--- config.mk ---
export PLATFORM = sky130hd
export DESIGN_NAME = mdic_top
export DESIGN_NICKNAME = d
export VERILOG_FILES = /design/src/rtl/mdic_pkg.sv /design/src/rtl/mdic_mbx_bank.sv /design/src/rtl/mdic_bell.sv /design/src/rtl/mdic_retry_watch.sv /design/src/rtl/mdic_irq_combine.sv /design/src/rtl/mdic_top.sv
export SDC_FILE = /design/constraint.sdc
export NUM_CORES = 1
export LEC_CHECK = 0
export BUFFER_PORTS_ARGS = -buffer_cell sky130_fd_sc_hd__buf_2
export CAP_MARGIN = 20
export CORE_ASPECT_RATIO = 1.5
export CORE_UTILIZATION = 25
export DETAILED_ROUTE_END_ITERATION = 6
export PLACE_DENSITY_LB_ADDON = 0.3
export SYNTH_ARGS = -nofsm -noshare
export SYNTH_HDL_FRONTEND = slang
export SYNTH_HIERARCHICAL = 1
export SYNTH_SLANG_ARGS = --single-unit
--- constraint.sdc ---
create_clock -name clk -period 12.9 [get_ports clk]
set_input_delay 1.29 -clock clk [delete_from_list [all_inputs] [get_ports clk]]
set_output_delay 1.29 -clock clk [all_outputs]
set_load 0.02 [all_outputs]
--- src/rtl/mdic_pkg.sv ---
package mdic_pkg;
  // control/status word: enable bits
  localparam int B_HOST_IE    = 0;
  localparam int B_HBELL_IE   = 1;
  localparam int B_HABORT_IE  = 2;
  localparam int B_HLOCAL_IE  = 3;
  localparam int B_LOCAL_OE   = 4;
  localparam int B_LBELL_IE   = 5;
  localparam int B_DMA0_IE    = 6;
  localparam int B_DMA1_IE    = 7;
  localparam int B_DMA0_ROUTE = 8;
  localparam int B_DMA1_ROUTE = 9;
  localparam int B_MBX_IE     = 10;
  localparam int B_RETRY_EN   = 11;
  localparam int B_SERR_FORCE = 12;
  localparam int CTRL_W       = 13;
  // sticky flags occupy the top byte: 4 aborts then 4 mailbox flags
  localparam int FLAG_LSB     = 24;
  localparam int FLAG_W       = 8;
  localparam int NUM_FLAG_MBX = 4;
  localparam int STAT_LSB     = 16;
  localparam int STAT_W       = 6;

  typedef struct packed {
    logic dma1_act;
    logic dma0_act;
    logic lbell_act;
    logic local_act;
    logic abort_act;
    logic hbell_act;
  } stat_t;
endpackage

--- src/rtl/mdic_mbx_bank.sv ---
module mdic_mbx_bank #(
  parameter int NUM    = 8,
  parameter int FLAG_N = 4,
  parameter int DW     = 32,
  parameter int AW     = 4
) (
  input  logic              clk,
  input  logic              rst_n,
  input  logic              wr_en,
  input  logic              wr_host,
  input  logic [AW-1:0]     wr_addr,
  input  logic [DW-1:0]     wr_data,
  input  logic [AW-1:0]     rd_addr,
  output logic [DW-1:0]     rd_data,
  output logic [FLAG_N-1:0] flag_hit
);
  localparam int IW = $clog2(NUM);

  logic [DW-1:0] mbx_q [NUM];
  logic [DW-1:0] mbx_d [NUM];

  for (genvar g = 0; g < NUM; g++) begin : g_mbx
    always_comb begin
      mbx_d[g] = mbx_q[g];
      if (wr_en && (wr_addr == AW'(g))) mbx_d[g] = wr_data;
    end
    always_ff @(posedge clk or negedge rst_n) begin
      if (!rst_n) mbx_q[g] <= '0;
      else        mbx_q[g] <= mbx_d[g];
    end
  end

  for (genvar f = 0; f < FLAG_N; f++) begin : g_flag
    assign flag_hit[f] = wr_en && wr_host && (wr_addr == AW'(f));
  end

  always_comb begin
    rd_data = '0;
    if (rd_addr < AW'(NUM)) rd_data = mbx_q[rd_addr[IW-1:0]];
  end
endmodule

--- src/rtl/mdic_bell.sv ---
module mdic_bell #(
  parameter int DW = 32
) (
  input  logic          clk,
  input  logic          rst_n,
  input  logic          set_en,
  input  logic          clr_en,
  input  logic [DW-1:0] bits,
  output logic [DW-1:0] q,
  output logic          active
);
  logic [DW-1:0] d;

  always_comb begin
    d = q;
    if (set_en)      d = q | bits;
    else if (clr_en) d = q & ~bits;
  end

  always_ff @(posedge clk or negedge rst_n) begin
    if (!rst_n) q <= '0;
    else        q <= d;
  end

  assign active = |q;
endmodule

--- src/rtl/mdic_retry_watch.sv ---
module mdic_retry_watch #(
  parameter int LIMIT = 256
) (
  input  logic clk,
  input  logic rst_n,
  input  logic enable,
  input  logic retry,
  input  logic done,
  output logic hit,
  output logic pulse_q
);
  localparam int CW = (LIMIT > 1) ? $clog2(LIMIT) : 1;
  localparam logic [CW-1:0] LAST = CW'(LIMIT - 1);

  logic [CW-1:0] cnt_q, cnt_d;
  logic          cnt_en;

  assign hit    = enable && retry && !done && (cnt_q == LAST);
  assign cnt_en = !enable || done || retry;

  always_comb begin
    cnt_d = cnt_q;
    if (!enable || done) cnt_d = '0;
    else if (retry)      cnt_d = (cnt_q == LAST) ? '0 : cnt_q + 1'b1;
  end

  always_ff @(posedge clk or negedge rst_n) begin
    if (!rst_n)      cnt_q <= '0;
    else if (cnt_en) cnt_q <= cnt_d;
  end

  always_ff @(posedge clk or negedge rst_n) begin
    if (!rst_n) pulse_q <= 1'b0;
    else        pulse_q <= hit;
  end
endmodule

--- src/rtl/mdic_irq_combine.sv ---
module mdic_irq_combine
  import mdic_pkg::*;
(
  input  logic [CTRL_W-1:0]       ctrl,
  input  stat_t                   stat,
  input  logic [NUM_FLAG_MBX-1:0] mbx_flags,
  output logic                    host_irq,
  output logic                    local_irq
);
  logic dma0_en, dma1_en, host_src, local_src;

  assign dma0_en = ctrl[B_DMA0_IE] && stat.dma0_act;
  assign dma1_en = ctrl[B_DMA1_IE] && stat.dma1_act;

  always_comb begin
    host_src = (ctrl[B_HBELL_IE]  && stat.hbell_act)
             | (ctrl[B_HABORT_IE] && stat.abort_act)
             | (ctrl[B_HLOCAL_IE] && stat.local_act)
             | (dma0_en && ctrl[B_DMA0_ROUTE])
             | (dma1_en && ctrl[B_DMA1_ROUTE]);
    local_src = (ctrl[B_LBELL_IE] && stat.lbell_act)
              | (dma0_en && !ctrl[B_DMA0_ROUTE])
              | (dma1_en && !ctrl[B_DMA1_ROUTE])
              | (ctrl[B_MBX_IE] && (|mbx_flags));
  end

  assign host_irq  = ctrl[B_HOST_IE]  && host_src;
  assign local_irq = ctrl[B_LOCAL_OE] && local_src;
endmodule

--- src/rtl/mdic_top.sv ---
module mdic_top
  import mdic_pkg::*;
#(
  parameter int NUM_MBX     = 8,
  parameter int AW          = 4,
  parameter int DW          = 32,
  parameter int RETRY_LIMIT = 256
) (
  input  logic          clk,
  input  logic          rst_n,
  input  logic          bus_we,
  input  logic          bus_host,
  input  logic [AW-1:0] bus_addr,
  input  logic [DW-1:0] bus_wdata,
  output logic [DW-1:0] bus_rdata,
  input  logic          dm_abort_i,
  input  logic          dma0_abort_i,
  input  logic          dma1_abort_i,
  input  logic          retry_i,
  input  logic          xfer_done_i,
  input  logic          dma0_done_i,
  input  logic          dma1_done_i,
  input  logic          local_irq_i,
  output logic          host_irq_o,
  output logic          local_irq_o,
  output logic          retry_abort_o,
  output logic          serr_o
);
  localparam logic [AW-1:0] A_H2L = AW'(NUM_MBX);
  localparam logic [AW-1:0] A_L2H = AW'(NUM_MBX + 1);
  localparam logic [AW-1:0] A_CSR = AW'(NUM_MBX + 2);

  // reset synchronizer: asynchronous assert, synchronous release
  logic [1:0] rst_pipe;
  logic       rst_sync_n;
  always_ff @(posedge clk or negedge rst_n) begin
    if (!rst_n) rst_pipe <= 2'b00;
    else        rst_pipe <= {rst_pipe[0], 1'b1};
  end
  assign rst_sync_n = rst_pipe[1];

  // mailboxes
  logic [DW-1:0]           mbx_rd;
  logic [NUM_FLAG_MBX-1:0] mbx_hit;
  mdic_mbx_bank #(.NUM(NUM_MBX), .FLAG_N(NUM_FLAG_MBX), .DW(DW), .AW(AW)) u_mbx (
    .clk(clk), .rst_n(rst_sync_n), .wr_en(bus_we), .wr_host(bus_host),
    .wr_addr(bus_addr), .wr_data(bus_wdata), .rd_addr(bus_addr),
    .rd_data(mbx_rd), .flag_hit(mbx_hit)
  );

  // doorbells
  logic          h2l_we, l2h_we;
  logic [DW-1:0] h2l_q, l2h_q;
  logic          h2l_act, l2h_act;
  assign h2l_we = bus_we && (bus_addr == A_H2L);
  assign l2h_we = bus_we && (bus_addr == A_L2H);

  mdic_bell #(.DW(DW)) u_h2l (
    .clk(clk), .rst_n(rst_sync_n), .set_en(h2l_we && bus_host),
    .clr_en(h2l_we && !bus_host), .bits(bus_wdata), .q(h2l_q), .active(h2l_act)
  );
  mdic_bell #(.DW(DW)) u_l2h (
    .clk(clk), .rst_n(rst_sync_n), .set_en(l2h_we && !bus_host),
    .clr_en(l2h_we && bus_host), .bits(bus_wdata), .q(l2h_q), .active(l2h_act)
  );

  // control register
  logic              csr_we;
  logic [CTRL_W-1:0] ctrl_q, ctrl_d;
  assign csr_we = bus_we && (bus_addr == A_CSR);
  assign ctrl_d = bus_wdata[CTRL_W-1:0];

  always_ff @(posedge clk or negedge rst_sync_n) begin
    if (!rst_sync_n)  ctrl_q <= '0;
    else if (csr_we)  ctrl_q <= ctrl_d;
  end

  // retry watchdog
  logic retry_hit;
  mdic_retry_watch #(.LIMIT(RETRY_LIMIT)) u_retry (
    .clk(clk), .rst_n(rst_sync_n), .enable(ctrl_q[B_RETRY_EN]),
    .retry(retry_i), .done(xfer_done_i), .hit(retry_hit), .pulse_q(retry_abort_o)
  );

  // sticky flags: [3:0] aborts, [7:4] mailbox writes
  logic [FLAG_W-1:0] flag_q, flag_d, flag_set, flag_clr;
  assign flag_set = {mbx_hit, retry_hit, dma1_abort_i, dma0_abort_i, dm_abort_i};
  assign flag_clr = csr_we ? bus_wdata[FLAG_LSB +: FLAG_W] : '0;
  assign flag_d   = (flag_q & ~flag_clr) | flag_set;

  always_ff @(posedge clk or negedge rst_sync_n) begin
    if (!rst_sync_n) flag_q <= '0;
    else             flag_q <= flag_d;
  end

  // status and interrupt combining
  stat_t stat;
  always_comb begin
    stat.hbell_act = l2h_act;
    stat.abort_act = |flag_q[3:0];
    stat.local_act = local_irq_i;
    stat.lbell_act = h2l_act;
    stat.dma0_act  = dma0_done_i;
    stat.dma1_act  = dma1_done_i;
  end

  mdic_irq_combine u_comb (
    .ctrl(ctrl_q), .stat(stat), .mbx_flags(flag_q[7:4]),
    .host_irq(host_irq_o), .local_irq(local_irq_o)
  );

  assign serr_o = ctrl_q[B_SERR_FORCE];

  // read mux
  always_comb begin
    bus_rdata = mbx_rd;
    if (bus_addr == A_H2L)      bus_rdata = h2l_q;
    else if (bus_addr == A_L2H) bus_rdata = l2h_q;
    else if (bus_addr == A_CSR) begin
      bus_rdata = '0;
      bus_rdata[CTRL_W-1:0]             = ctrl_q;
      bus_rdata[STAT_LSB +: STAT_W]     = stat;
      bus_rdata[FLAG_LSB +: FLAG_W]     = flag_q;
    end
  end
endmodule

[Word-level counts from Yosys, hierarchy flattened]
Index checks and enable logic that the tools add are counted.
Word-level totals
  flip-flop bits (word level): 352
  input port bits: 48
  output and inout port bits: 36
  word-level logic and storage cells: 112
Cells by class
  add/subtract/negate cells: 1
  order comparisons: 2
  equality and inequality tests: 11
  multiplexer cells: 15
  bitwise gates (word level): 16
  reduce and logical (&&, ||, !) cells: 52
Operators by type and width (number)
  $mux 32: 10
  $bmux 32 s3: 1
  $and 32x32->32: 2
  $or 32x32->32: 2
  $reduce_or 32->1: 2
  $logic_and 1x1->1: 36
  $mux 8: 4
  $not 32->32: 1
  $eq 4x3->1 const B: 4
  $eq 4x4->1 const B: 3
  $add 8x1->8 const B: 1
  $and 8x8->8: 1
  $eq 4x2->1 const B: 2
  $eq 8x8->1 const B: 1
  $not 8->8: 1
  $or 8x8->8: 1
  $reduce_or 4->1: 2
  $or 1x1->1: 7
  $reduce_bool 2->1: 3
  $logic_not 1->1: 5
  $eq 4x1->1 const B: 1
  $ge 4x4->1 const B: 1
  $logic_not 4->1: 1
  $lt 4x4->1 const B: 1
  3 further kinds: 4

[Longest topological paths before layout]
  depth in word-level cells: 8
  gate-level depth with buffers: 8
  mapped depth without buffers: 6

[By module]
Netlist, hierarchy kept.
By module, submodules not included
  mdic_mbx_bank: instances 1, cells an instance 704, area an instance 11491.0 um^2, sequential area each 6406.1 um^2
  mdic_bell: instances 2, cells an instance 113, area an instance 1307.5 um^2, sequential area each 800.8 um^2
  mdic_top: instances 1, cells an instance 244, area an instance 2103.3 um^2, sequential area each 575.6 um^2
  mdic_retry_watch: instances 1, cells an instance 47, area an instance 464.2 um^2, sequential area each 225.2 um^2
  mdic_irq_combine: instances 1, cells an instance 11, area an instance 77.6 um^2, sequential area each 0.0 um^2

[Worst setup path after synthesis]
Ideal clock, no wire load.
  path kind: in2out
  start: in bus_addr[1]
  end: out bus_rdata[20]
  data arrival time: 2975 ps
  required time: 11610 ps
  path slack: 8635 ps
  cell stages on the path: 8
  buffers on the path: 2
  cell sequence: buf_2 -> buf_2 -> mux4_2 -> mux2i_1 -> nor2_1 -> or2b_1 -> o31ai_1 -> a21oi_1
On the way
  longest elaborated chain between the ends: 8
  elaborated cells on any way between the ends: 12
  those cells by class: 1 x order compare; 3 x eq/ne; 7 x mux; 1 x bitwise
Ends and longest elaborated chain
  from (decl): RTL line mdic_top.sv:13  | input logic [AW-1:0] bus_addr,
  $not 3->4 (implied by the code): RTL line mdic_mbx_bank.sv:39  | if (rd_addr < AW'(NUM)) rd_data = mbx_q[rd_addr[IW-1:0]];
  $bmux 32 s3: RTL line mdic_mbx_bank.sv:39
  $mux 32 (implied by the code) (2 in series): RTL line mdic_mbx_bank.sv:39
  $mux 32 (*): RTL line mdic_mbx_bank.sv:39
  net mbx_rd[20]: RTL line mdic_top.sv:43  | logic [DW-1:0] mbx_rd;
  $mux 32 (*): RTL line mdic_top.sv:119  | else if (bus_addr == A_CSR) begin
  $mux 32 (*): RTL line mdic_top.sv:118  | else if (bus_addr == A_L2H) bus_rdata = l2h_q;
  $mux 32 (*): RTL line mdic_top.sv:117  | if (bus_addr == A_H2L) bus_rdata = h2l_q;
  to (decl): RTL line mdic_top.sv:15  | output logic [DW-1:0] bus_rdata,
The timed path passes the listed nets; every way through them passes the cells marked *. The select of a mux whose other input is x is not followed.

[Worst setup path in the final report]
  start: in bus_addr[1]
  end: out bus_rdata[1]
The elaborated chain is that of the path after synthesis.

==> flow_summary.json <==
{
  "cts.clk_slew.worst_paths_ps": 60,
  "wl_per_cell_um": 22.2,
  "power.total_mw": 3.19,
  "grtUsageTotal": 0.146,
  "hold_path.class": "reg2reg",
  "synth.most_common_cell": "dfrtp_1",
  "holdPathStages": 0,
  "grt_remaining_overflow": 0,
  "synth_seq_cells": 352,
  "synth.cell_area_sq_um": 16800,
  "yosysWarningCount": 6,
  "drive_gt1_frac": 0.382,
  "die_w_um": 213,
  "synthTopCellsByArea": "dfrtp_1, mux2_2, mux4_2",
  "synth_cells": 1232,
  "synthFlopType": "dfrtp_1",
  "first_iter_violations": 563,
  "post_cts_resized": 0,
  "period_share": 0.421,
  "root_buffer": "clkbuf_16",
  "p_int_mw": 2.34,
  "htreeDepth": 2,
  "skew_ps": 9.08,
  "vias_per_cell": 4.91,
  "die_h_um": 319,
  "rows": 115,
  "register_area_sq_um": 8810,
  "core_area_sq_um": 65900,
  "crit_fanout": 63,
  "avgSynthCellArea_sq_um": 13.6,
  "insertion_delay_ps": 530,
  "yosysTopAreaCellShare": 0.526,
  "drtAntennaViolNets": 0,
  "cts_buffer_depth": 3,
  "p_seq_frac": 0.468,
  "r2r_cells": 2,
  "dp_hpwl_um": 30800,
  "drcViolationCount": 0,
  "fin_crit_ps": 5430,
  "peakVddDrop_mv": 0.0745,
  "fill_cells": 6774,
  "setup_violations": 0,
  "cellPowerDensity_nw_per_um2": 165,
  "crit_required_ps": 11610,
  "switching_share": 0.266,
  "grt_max_degree": 86,
  "crit_type": "in2out",
  "multiInputGateArea_sq_um": 7500,
  "dieArea_sq_um": 68100,
  "comb_power_share": 0.185,
  "status": "complete, no violations",
  "tightest_slew_ps": 930,
  "fmax_ghz": 0.184,
  "rsz0062_at_grt": "no",
  "clock_sinks": 352,
  "ctsHoldBuffers": 0,
  "clkPwrFrac": 0.346,
  "cts_tree": "done",
  "synth-edff-count": 0,
  "num_io_pins": 84,
  "post_cts_buffers": 0,
  "cp-end-kind": "primary output",
  "p_switching_uw": 850,
  "synth_common_cells": "dfrtp_1, mux2_2, nand2_1",
  "syn_nets": 1281,
  "port_buffers": 83,
  "maxCapViolations": 0,
  "setup-tns-final_ps": 0,
  "max-slew-margin-rel": 0.380,
  "synthArstFlopShare": 1.00,
  "antenna_found_initial": 1,
  "dr.pass1.iters": 5,
  "gp_congestion": 0.770,
  "power_leakage_nw": 8.18,
  "first_global_vias": 11400,
  "vias": 10800,
  "finalMaxSlewViolations": 0,
  "grt_pass1_wl_um": 75100,
  "num_antenna_cells": 0,
  "nNetsFinal": 1342,
  "worstPathArrival_ps": 4140,
  "initial_core_util": 0.254,
  "ys_types": 48,
  "yosysTopAreaCell": "dfrtp_1",
  "hold_viol": 0,
  "syn2layout_area_growth_pct": 15.7,
  "critPathLaunchType": "input port",
  "wl_um": 48600,
  "cts_buffers": 35,
  "ys_seq_area_frac": 0.526
}
==> layer usage <==
layer / vias to the layer above / GRT usage / routed length (um)
met3: 64 / 0.0151 / 1360
met1: 5756 / 0.184 / 20400
met5: - / 0 / 0
met4: 0 / 0.0457 / 1200
li1: 4742 / - / -
met2: 212 / 0.259 / 25700
==> path summary, 6_finish.rpt <==
check                             from          endpoint  slack (ps)
min in group asynchronous  rst_pipe[1]  u_mbx/mbx_q[109]         430
max in group asynchronous  rst_pipe[1]  u_mbx/mbx_q[159]       10280
hold / removal             rst_pipe[0]       rst_pipe[1]         350
setup reg to reg           rst_pipe[1]  u_mbx/mbx_q[159]       10280
setup / recovery           bus_addr[1]      bus_rdata[1]        7470
hold reg to reg            rst_pipe[0]       rst_pipe[1]         350
==> power groups by stage <==
stage	sequential, mW	clock, mW	combinational, mW
4_1_cts	1.49	1.14	0.599
3_5_place_dp	1.51	0	0.597
5_1_grt	1.53	1.18	0.645
6_report	1.49	1.11	0.592
2_1_floorplan	1.47	0	0.442
3_3_place_gp	1.50	0	0.582
==> layout by cell type (no fill, tap or decap), drive strengths merged, types with 3 or more instances in the layout <==
cell type	count
a21oi	30
a22o	64
a22oi	4
a31oi	13
buf	110
bufinv	3
clkbuf	53
clkinv	3
dfrtp	352
inv	14
mux2	291
mux2i	38
mux4	64
nand2	73
nand2b	23
nand3	5
nand3b	5
nand4	8
nor2	51
nor2b	3
nor3	6
nor3b	5
nor4	16
o21ai	8
o22ai	23
o2bb2ai	5
o31ai	22
or3	3
==> critical path, cell delays in order <==
cell	delay, ps
buf_6	570
buf_4	720
mux4_2	600
mux2i_1	160
nor2_1	80
nand2b_1	180
o31ai_1	100
a21oi_1	170
buf_2	240
==> final cells by class <==
cell class | count | share of cell area
inverters | 13 | 0.00252
clock inverters | 9 | 0.00665
clock buffers | 53 | 0.0581
repair buffers | 110 | 0.0347
well taps | 877 | 0.0566
multi-input cells | 781 | 0.387
flip-flops and latches | 352 | 0.455
==> metrics by stage <==
stage	hold slack (ps)	cell area [sq um]	setup WS, ps	cells	utilization
6_report	350	19400	7470	2195	0.294
5_1_grt	353	19400	7200	2195	0.294
4_1_cts	353	19300	7410	2193	0.293
3_5_place_dp	337	18100	7410	2131	0.274
3_3_place_gp	338	18100	7430	2131	0.274
2_1_floorplan	331	16800	2360	1232	-
==> cells by family after synthesis <==
logic type | synth area share
mux | 0.304
compound gates | 0.0772
flops | 0.526
xor+xnor | 0.00105
buf+inv | 0.0293
simple gates | 0.0612
fa+ha+maj | 0.000747
other cells | 0.000224
Note: power is estimated with default switching activity, not from simulation.
